**src/rtl/pwm_offset_pkg.sv**
```systemverilog
package pwm_offset_pkg;

    typedef enum logic {
        LVL_TWO  = 1'b0,
        LVL_FOUR = 1'b1
    } lvl_mode_e;

    typedef enum logic [1:0] {
        DIR_HOLD = 2'd0,
        DIR_UP   = 2'd1,
        DIR_DOWN = 2'd2
    } ramp_dir_e;

    // Offset values expressed in multiples of one twelfth of the link voltage.
    function automatic int ofs_low(input int twelfth);
        return 2 * twelfth;
    endfunction

    function automatic int ofs_mid(input int twelfth);
        return 6 * twelfth;
    endfunction

    function automatic int ofs_high(input int twelfth);
        return 10 * twelfth;
    endfunction

    function automatic int ofs_target(input lvl_mode_e mode, input logic alt, input int twelfth);
        if (mode == LVL_FOUR) begin
            return ofs_mid(twelfth);
        end
        if (alt) begin
            return ofs_high(twelfth);
        end
        return ofs_low(twelfth);
    endfunction

endpackage

```
**src/rtl/ofs_mode_hyst.sv**
```systemverilog
module ofs_mode_hyst
    import pwm_offset_pkg::*;
#(
    parameter int MI_W  = 12,
    parameter int TH_UP = 358,
    parameter int HYST  = 20
) (
    input  logic            clk,
    input  logic            rst,
    input  logic [MI_W-1:0] mod_index,
    output lvl_mode_e       mode
);
    localparam logic [MI_W-1:0] TH_UP_V = MI_W'(TH_UP);
    localparam logic [MI_W-1:0] TH_DN_V = MI_W'(TH_UP - HYST);

    lvl_mode_e mode_q;

    always_ff @(posedge clk) begin
        if (rst) begin
            mode_q <= LVL_TWO;
        end else if (mod_index > TH_UP_V) begin
            mode_q <= LVL_FOUR;
        end else if (mod_index <= TH_DN_V) begin
            mode_q <= LVL_TWO;
        end
    end

    assign mode = mode_q;
endmodule

```
**src/rtl/ofs_target_map.sv**
```systemverilog
module ofs_target_map
    import pwm_offset_pkg::*;
#(
    parameter int OFS_W   = 11,
    parameter int TWELFTH = 100
) (
    input  lvl_mode_e        mode,
    input  logic             alt_two_level,
    output logic [OFS_W-1:0] target
);
    always_comb begin
        target = OFS_W'(ofs_target(mode, alt_two_level, TWELFTH));
    end
endmodule

```
**src/rtl/ofs_ramp.sv**
```systemverilog
module ofs_ramp
    import pwm_offset_pkg::*;
#(
    parameter int OFS_W   = 11,
    parameter int TWELFTH = 100
) (
    input  logic             clk,
    input  logic             rst,
    input  logic             step_en,
    input  logic [OFS_W-1:0] target,
    output logic [OFS_W-1:0] offset,
    output logic             busy
);
    localparam logic [OFS_W-1:0] STEP_V  = OFS_W'(TWELFTH);
    localparam logic [OFS_W-1:0] RESET_V = OFS_W'(ofs_low(TWELFTH));

    logic [OFS_W-1:0] ofs_q;
    logic [OFS_W-1:0] ofs_d;
    logic [OFS_W-1:0] gap;
    ramp_dir_e        dir;

    always_comb begin
        if (target > ofs_q) begin
            dir = DIR_UP;
            gap = target - ofs_q;
        end else if (target < ofs_q) begin
            dir = DIR_DOWN;
            gap = ofs_q - target;
        end else begin
            dir = DIR_HOLD;
            gap = '0;
        end
    end

    always_comb begin
        ofs_d = ofs_q;
        if (step_en && dir != DIR_HOLD) begin
            if (gap <= STEP_V) begin
                ofs_d = target;
            end else if (dir == DIR_UP) begin
                ofs_d = ofs_q + STEP_V;
            end else begin
                ofs_d = ofs_q - STEP_V;
            end
        end
    end

    always_ff @(posedge clk) begin
        if (rst) begin
            ofs_q <= RESET_V;
        end else begin
            ofs_q <= ofs_d;
        end
    end

    assign offset = ofs_q;
    assign busy   = (dir != DIR_HOLD);
endmodule

```
**src/rtl/pwm_offset_sel.sv**
```systemverilog
module pwm_offset_sel
    import pwm_offset_pkg::*;
#(
    parameter int MI_W    = 12,
    parameter int TH_UP   = 358,
    parameter int HYST    = 20,
    parameter int OFS_W   = 11,
    parameter int TWELFTH = 100
) (
    input  logic             clk,
    input  logic             rst,
    input  logic [MI_W-1:0]  mod_index,
    input  logic             half_strobe,
    input  logic             alt_two_level,
    output logic [OFS_W-1:0] offset,
    output logic             busy
);
    lvl_mode_e        cur_mode;
    logic [OFS_W-1:0] target;

    ofs_mode_hyst #(
        .MI_W (MI_W),
        .TH_UP(TH_UP),
        .HYST (HYST)
    ) u_mode (
        .clk      (clk),
        .rst      (rst),
        .mod_index(mod_index),
        .mode     (cur_mode)
    );

    ofs_target_map #(
        .OFS_W  (OFS_W),
        .TWELFTH(TWELFTH)
    ) u_map (
        .mode         (cur_mode),
        .alt_two_level(alt_two_level),
        .target       (target)
    );

    ofs_ramp #(
        .OFS_W  (OFS_W),
        .TWELFTH(TWELFTH)
    ) u_ramp (
        .clk    (clk),
        .rst    (rst),
        .step_en(half_strobe),
        .target (target),
        .offset (offset),
        .busy   (busy)
    );
endmodule

```
**config.mk**
```make
export PLATFORM = sky130hd
export DESIGN_NAME = pwm_offset_sel
export DESIGN_NICKNAME = d
export VERILOG_FILES = /design/src/rtl/pwm_offset_pkg.sv /design/src/rtl/ofs_mode_hyst.sv /design/src/rtl/ofs_target_map.sv /design/src/rtl/ofs_ramp.sv /design/src/rtl/pwm_offset_sel.sv
export SDC_FILE = /design/constraint.sdc
export NUM_CORES = 1
export LEC_CHECK = 0
export ABC_CLOCK_PERIOD_IN_PS = 4700
export BUFFER_PORTS_ARGS = -buffer_cell sky130_fd_sc_hd__buf_2
export CAP_MARGIN = 5
export CORE_MARGIN = 5
export CORE_UTILIZATION = 30
export DETAILED_ROUTE_END_ITERATION = 8
export PLACE_DENSITY = 0.58
export SETUP_SLACK_MARGIN = 0.02
export SLEW_MARGIN = 20
export SYNTH_ARGS = -nofsm -noshare
export SYNTH_HDL_FRONTEND = slang
export SYNTH_SLANG_ARGS = --single-unit
```
**constraint.sdc**
```tcl
create_clock -name clk -period 4.7 [get_ports clk]
set_input_delay 0.235 -clock clk [delete_from_list [all_inputs] [get_ports clk]]
set_output_delay 0.235 -clock clk [all_outputs]
set_load 0.02 [all_outputs]
```
=== Word-level counts from Yosys, hierarchy flattened ===
Index checks and enable logic that the tools add are counted.

* Add/sub/neg operators: 4
* $lt $le $gt $ge: 5
* Eq/ne operators: 1
* Mux-type cells: 15
* Reduce and logical (&&, ||, !) cells: 3

{| class="wikitable"
|+ Operators by type and width
! cell !! count
|-
| $mux 11 || 6
|-
| $sub 11x11->11 || 2
|-
| $mux 10 || 2
|-
| $gt 12x9->1 const B || 1
|-
| $le 12x9->1 const B || 1
|-
| $add 11x7->11 const B || 1
|-
| $gt 11x11->1 || 1
|-
| $le 11x7->1 const B || 1
|-
| $lt 11x11->1 || 1
|-
| $sub 11x7->11 const B || 1
|-
| $mux 1 || 5
|-
| $mux 2 || 2
|-
| $reduce_bool 2->1 || 2
|-
| $eq 2x1->1 const B || 1
|-
| $logic_and 1x1->1 || 1
|}

* Flip-flop bits (word level): 12
* Output and inout port bits: 12
* Word-level logic and storage cells: 30

=== Depth between registers and ports, before layout ===
* Depth after elaboration: 10
* Gate-level depth with buffers: 18

=== Modules after synthesis ===
A second synthesis with hierarchy kept.

* Cells, all modules: 285
* Area, all modules: 2,170.8 µm²

{| class="wikitable"
|+ By module, submodules not included
! module !! times used !! cells an instance !! area each (µm²)
|-
| ofs_ramp || 1 || 254 || 1,953.1
|-
| ofs_mode_hyst || 1 || 18 || 133.9
|-
| ofs_target_map || 1 || 13 || 83.8
|}

=== Worst setup path before layout ===
Ideal clock, no wire load.

* Path type: register to register
* Start: register u_ramp.ofs_q[4] (netlist: u_ramp.offset[4])
* End: register u_ramp.ofs_q[10] (netlist: u_ramp.offset[10])
* Arrival time: 3,955 ps
* Required time: 4,597 ps
* Path slack: 642 ps
* Cell stages (with the launch flop): 17
* Clock period less this slack: 4,058 ps
* Cell sequence: dfxtp_1 inv_1 ha_1 ha_1 nor2b_1 o2111a_1 o31a_1 o21ba_1 nor2b_1 inv_1 fa_1 a21o_1 a21oi_1 o21ai_0 o41ai_1 o31ai_1 a2111oi_2

* Word-level cells in the longest chain between the ends: 6
* Elaborated cells between the ends (all ways): 16
* Those cells by class: add/sub: 4; order compare: 3; eq/ne: 1; mux: 6; reduce/logical: 2

{| class="wikitable"
|+ RTL lines
! what !! line !! source
|-
| start, declared || ofs_ramp.sv:17 || <nowiki>logic [OFS_W-1:0] ofs_q;</nowiki>
|-
| start signal, assigned || ofs_ramp.sv:52 || <nowiki>ofs_q <= ofs_d;</nowiki>
|-
| parallel branches: the longest is 6 deep, another holds $sub 11x11->11 || - ||
|}

Several ways; the timed one is not identified.
A chain may end at the register's enable or synchronous reset.

=== Worst setup path in the final report ===
Ends and elaborated chain as after synthesis.

==> reports/qor.csv <==
stage;metric;value;unit
outcome;status;finished clean;
layout;FILL cells;535;
detailed_routing;Routed Antenna Nets;0;
floorplanning;io pins;28;
timing;RSZ-0062 raised after global routing;false;
detailed_routing;routed wire length;3.99;mm
place;DP Wirelength;3.20;mm
power;worst vdd ir;0.446;mV
synth;Seq/Total Area, Yosys;12.7;%
setup_path;peak per-stage delay on the critical path;0.43;ns
synth;most common cell in the synthesized netlist;ha_1;
setup_path;critical-path maximum fanout;6;
detailed_routing;vias per cell;5.10;
floorplanning;row cnt;26;
clock_network;Clk pin slew, worst setup/hold paths;0.05;ns
synth;Yosys top cell by area;ha_1;
global_route;All-Layer GR Usage;12.3;%
synth;Synth Area per Inst;8.00;um2
clock_network;H-tree depth;1;
layout;share of cells above drive strength 1;23.2;%
flow_run;max_cap viols;0;
detailed_routing;# DRC;0;
global_route;first-pass GRT wire length;6.58;mm
clock_network;Clock Latency Late Sink;0.24;ns
setup_path;Worst Setup Start Kind;flip-flop;
layout;Area Growth Syn to Fin;16.2;%
timing;worst-margin pin slew;0.596;ns
global_route;vias in the first global route;1416;
setup_path;CP max stage cell;fa_1;
setup_path;delay-heaviest family, CP;compound AO/OA/AOI/OAI gates;
synth;Synth cell types;55;
global_route;initial antenna violation count;0;
power;Leak Pwr;0.852;nW
setup_path;CP required;4.84;ns
worst_hold_path;HP Class;primary input to flip-flop;
clock_network;clk buf depth;2;
synth;Synth area leaders;ha_1 15%, dfxtp_1 13%, mux2i_1 3.8%;
place;GPL Wtd Cong;0.857;
setup_path;CP endpoint kind;flip-flop;
synth;Synth Instances;197;
clock_network;root buf cell;clkbuf_8;
setup_path;CP Cell Sequence;inv_1, ha_1, ha_1, nor2b_1, o2111a_1, o31a_1, o21ba_1, nor2b_2, inv_1, fa_1, a21o_1, a21oi_1, o21ai_0, o41ai_2, o31ai_1, a2111oi_2;
timing;Hold Vio Cnt, Final;0;
synth;Synth top area share;15.1;%
timing;setup TNS;0;ns
synth;#FFs+latches synth;10;
floorplanning;die extent in y;82.5;um
timing;max frequency;238;MHz
timing;count of final setup violators;0;
floorplanning;die area;6800;um2
timing;fin. max-slew vios;0;
global_route;GR Overflow Total;0;
clock_network;clock buffer count from CTS;3;
clock_network;total clock sinks;10;
synth;YS warnings;0;
timing;minimum clock period;4.19;ns
floorplanning;Starting Density;30.8;%
layout;design area;1830;um2
place;pre-CTS setup slack;0.304;ns
setup_path;Worst EP arrival;4.33;ns
timing;Worst slew margin;60.3;%
timing;Clock Skews;0.000975;ns
place;post-place instance area;1770;um2
clock_network;CTS tree;built;
synth;Post-synth EDFFs;0;
floorplanning;CORE AREA;5110;um2
layout;sequential cell area;200;um2
setup_path;crit path kind;flip-flop to flip-flop;
global_route;largest net degree at the start of global routing;16;
timing;Final WS setup;0.507;ns
detailed_routing;wire per inst;13.8;um
place;Port Buf Inserts;25;
synth;Netlist Area Pre-Place;1580;um2
place;DP Cell Count;286;
floorplanning;die width;82.5;um
clock_network;cts hold-fix bufs;0;
layout;multi-input logic area;1280;um2
detailed_routing;initial DRC count;85;
synth;Synth top cells by count;19 x ha_1, 16 x nor2_1, 14 x inv_1, 11 x a21oi_1, 10 x dfxtp_1;
detailed_routing;DR vias;1479;
layout;Non-Filler Instances;290;
setup_path;Buf/Inv on CP;2;
timing;fin crit share;89.2;%
synth;FFs w/ async S/R, synth;0;%
layout;ant diodes;0;
detailed_routing;Initial DRT Pass Iterations;4;
layout;# nets final;258;
synth;Main synth FF type;dfxtp_1;
power;power per cell area;872;nW/um2
-- registers in the layout (all words and copies together) (netlist names) --
register and count:
u_mode.mode 1, u_ramp.offset 9
-- final cells by class --
type	count	share of cell area, %
clock buffer	4	3.01
inverter	14	2.87
multi-input combinational	163	69.9
sequential	10	10.9
tap	70	4.78
timing repair buffer	29	8.48
-- cell families after synthesis --
family	after synthesis	share of synthesized area, %
simple gates	66	22.3
compound gates	61	31.7
buf+inv	25	6.91
fa+ha+maj	21	17.6
flops	10	12.7
mux	8	5.72
xor+xnor	5	2.78
other cells	1	0.238
-- metrics by stage --
step | hold WS [ns] | total power, mW | utilization [%]
finish | 0.275 | 1.60 | 35.8
global route | 0.335 | 1.76 | 35.8
CTS | 0.278 | 1.59 | 35.6
detailed placement | 0.522 | 1.47 | 34.6
global placement | 0.484 | 1.47 | 34.6
floorplan | 0.389 | 1.22 | -
-- worst min-delay path: cells and delay by family --
| family | cells | cell delay [ns] |
|---|---|---|
| AOI/OAI and AO/OA | 1 | 0.12 |
| and+or+nand+nor | 1 | 0.03 |
| buffers and inverters | 1 | 0.07 |
-- worst paths after layout --
check | from | to | slack [ns] | depth (start not counted)
worst max register to register | u_ramp.offset[4]$_SDFFE_PP0P_ | u_ramp.offset[10]$_SDFFE_PP0P_ | 0.51 | 16
worst max-delay path | u_ramp.offset[4]$_SDFFE_PP0P_ | u_ramp.offset[10]$_SDFFE_PP0P_ | 0.51 | 16
worst min register to register | u_ramp.offset[4]$_SDFFE_PP0P_ | u_ramp.offset[4]$_SDFFE_PP0P_ | 0.53 | 2
worst min-delay path | mod_index[9] | u_mode.mode$_SDFFE_PP0P_ | 0.27 | 3
-- power by group --
group          leakage [nW]  internal [mW]  switching (mW)
Combinational         0.740          0.596           0.697
Sequential           0.0831          0.119          0.0730
Clock                0.0288         0.0739          0.0366
Total                 0.852          0.789           0.806
-- cells in the final DEF, fill, tap and decap left out, drive strengths merged, types with 2 or more instances in the layout --
cell	n
xor2	3
nand2b	8
a21o	3
o211ai	3
a211oi	5
a311o	2
dfxtp	10
clkbuf	4
or2	3
buf	29
nand2	9
nor3	8
o21ba	2
nor2b	7
o21ai	11
nand3	6
nor3b	2
a31oi	4
or3	2
fa	2
a21oi	12
a211o	5
mux2	2
inv	14
xnor2	2
ha	19
o31ai	2
mux2i	6
o21a	2
conb	2
nor2	16
-- layer usage --
layer	track usage [%]	wire [um]	part of all wire [%]
met1	15.9	1880	47
met2	21.1	1910	48
met3	0.759	116	2.9
met4	5.15	80	2.0
met5	0	0	0
-- what timing repair did --
item	in CTS	in global routing
buffers inserted	0	0
gates resized for setup	0	2
hold endpoints to repair	0	0
setup endpoints to repair	0	2
Note: power is estimated with default switching activity, not from simulation.
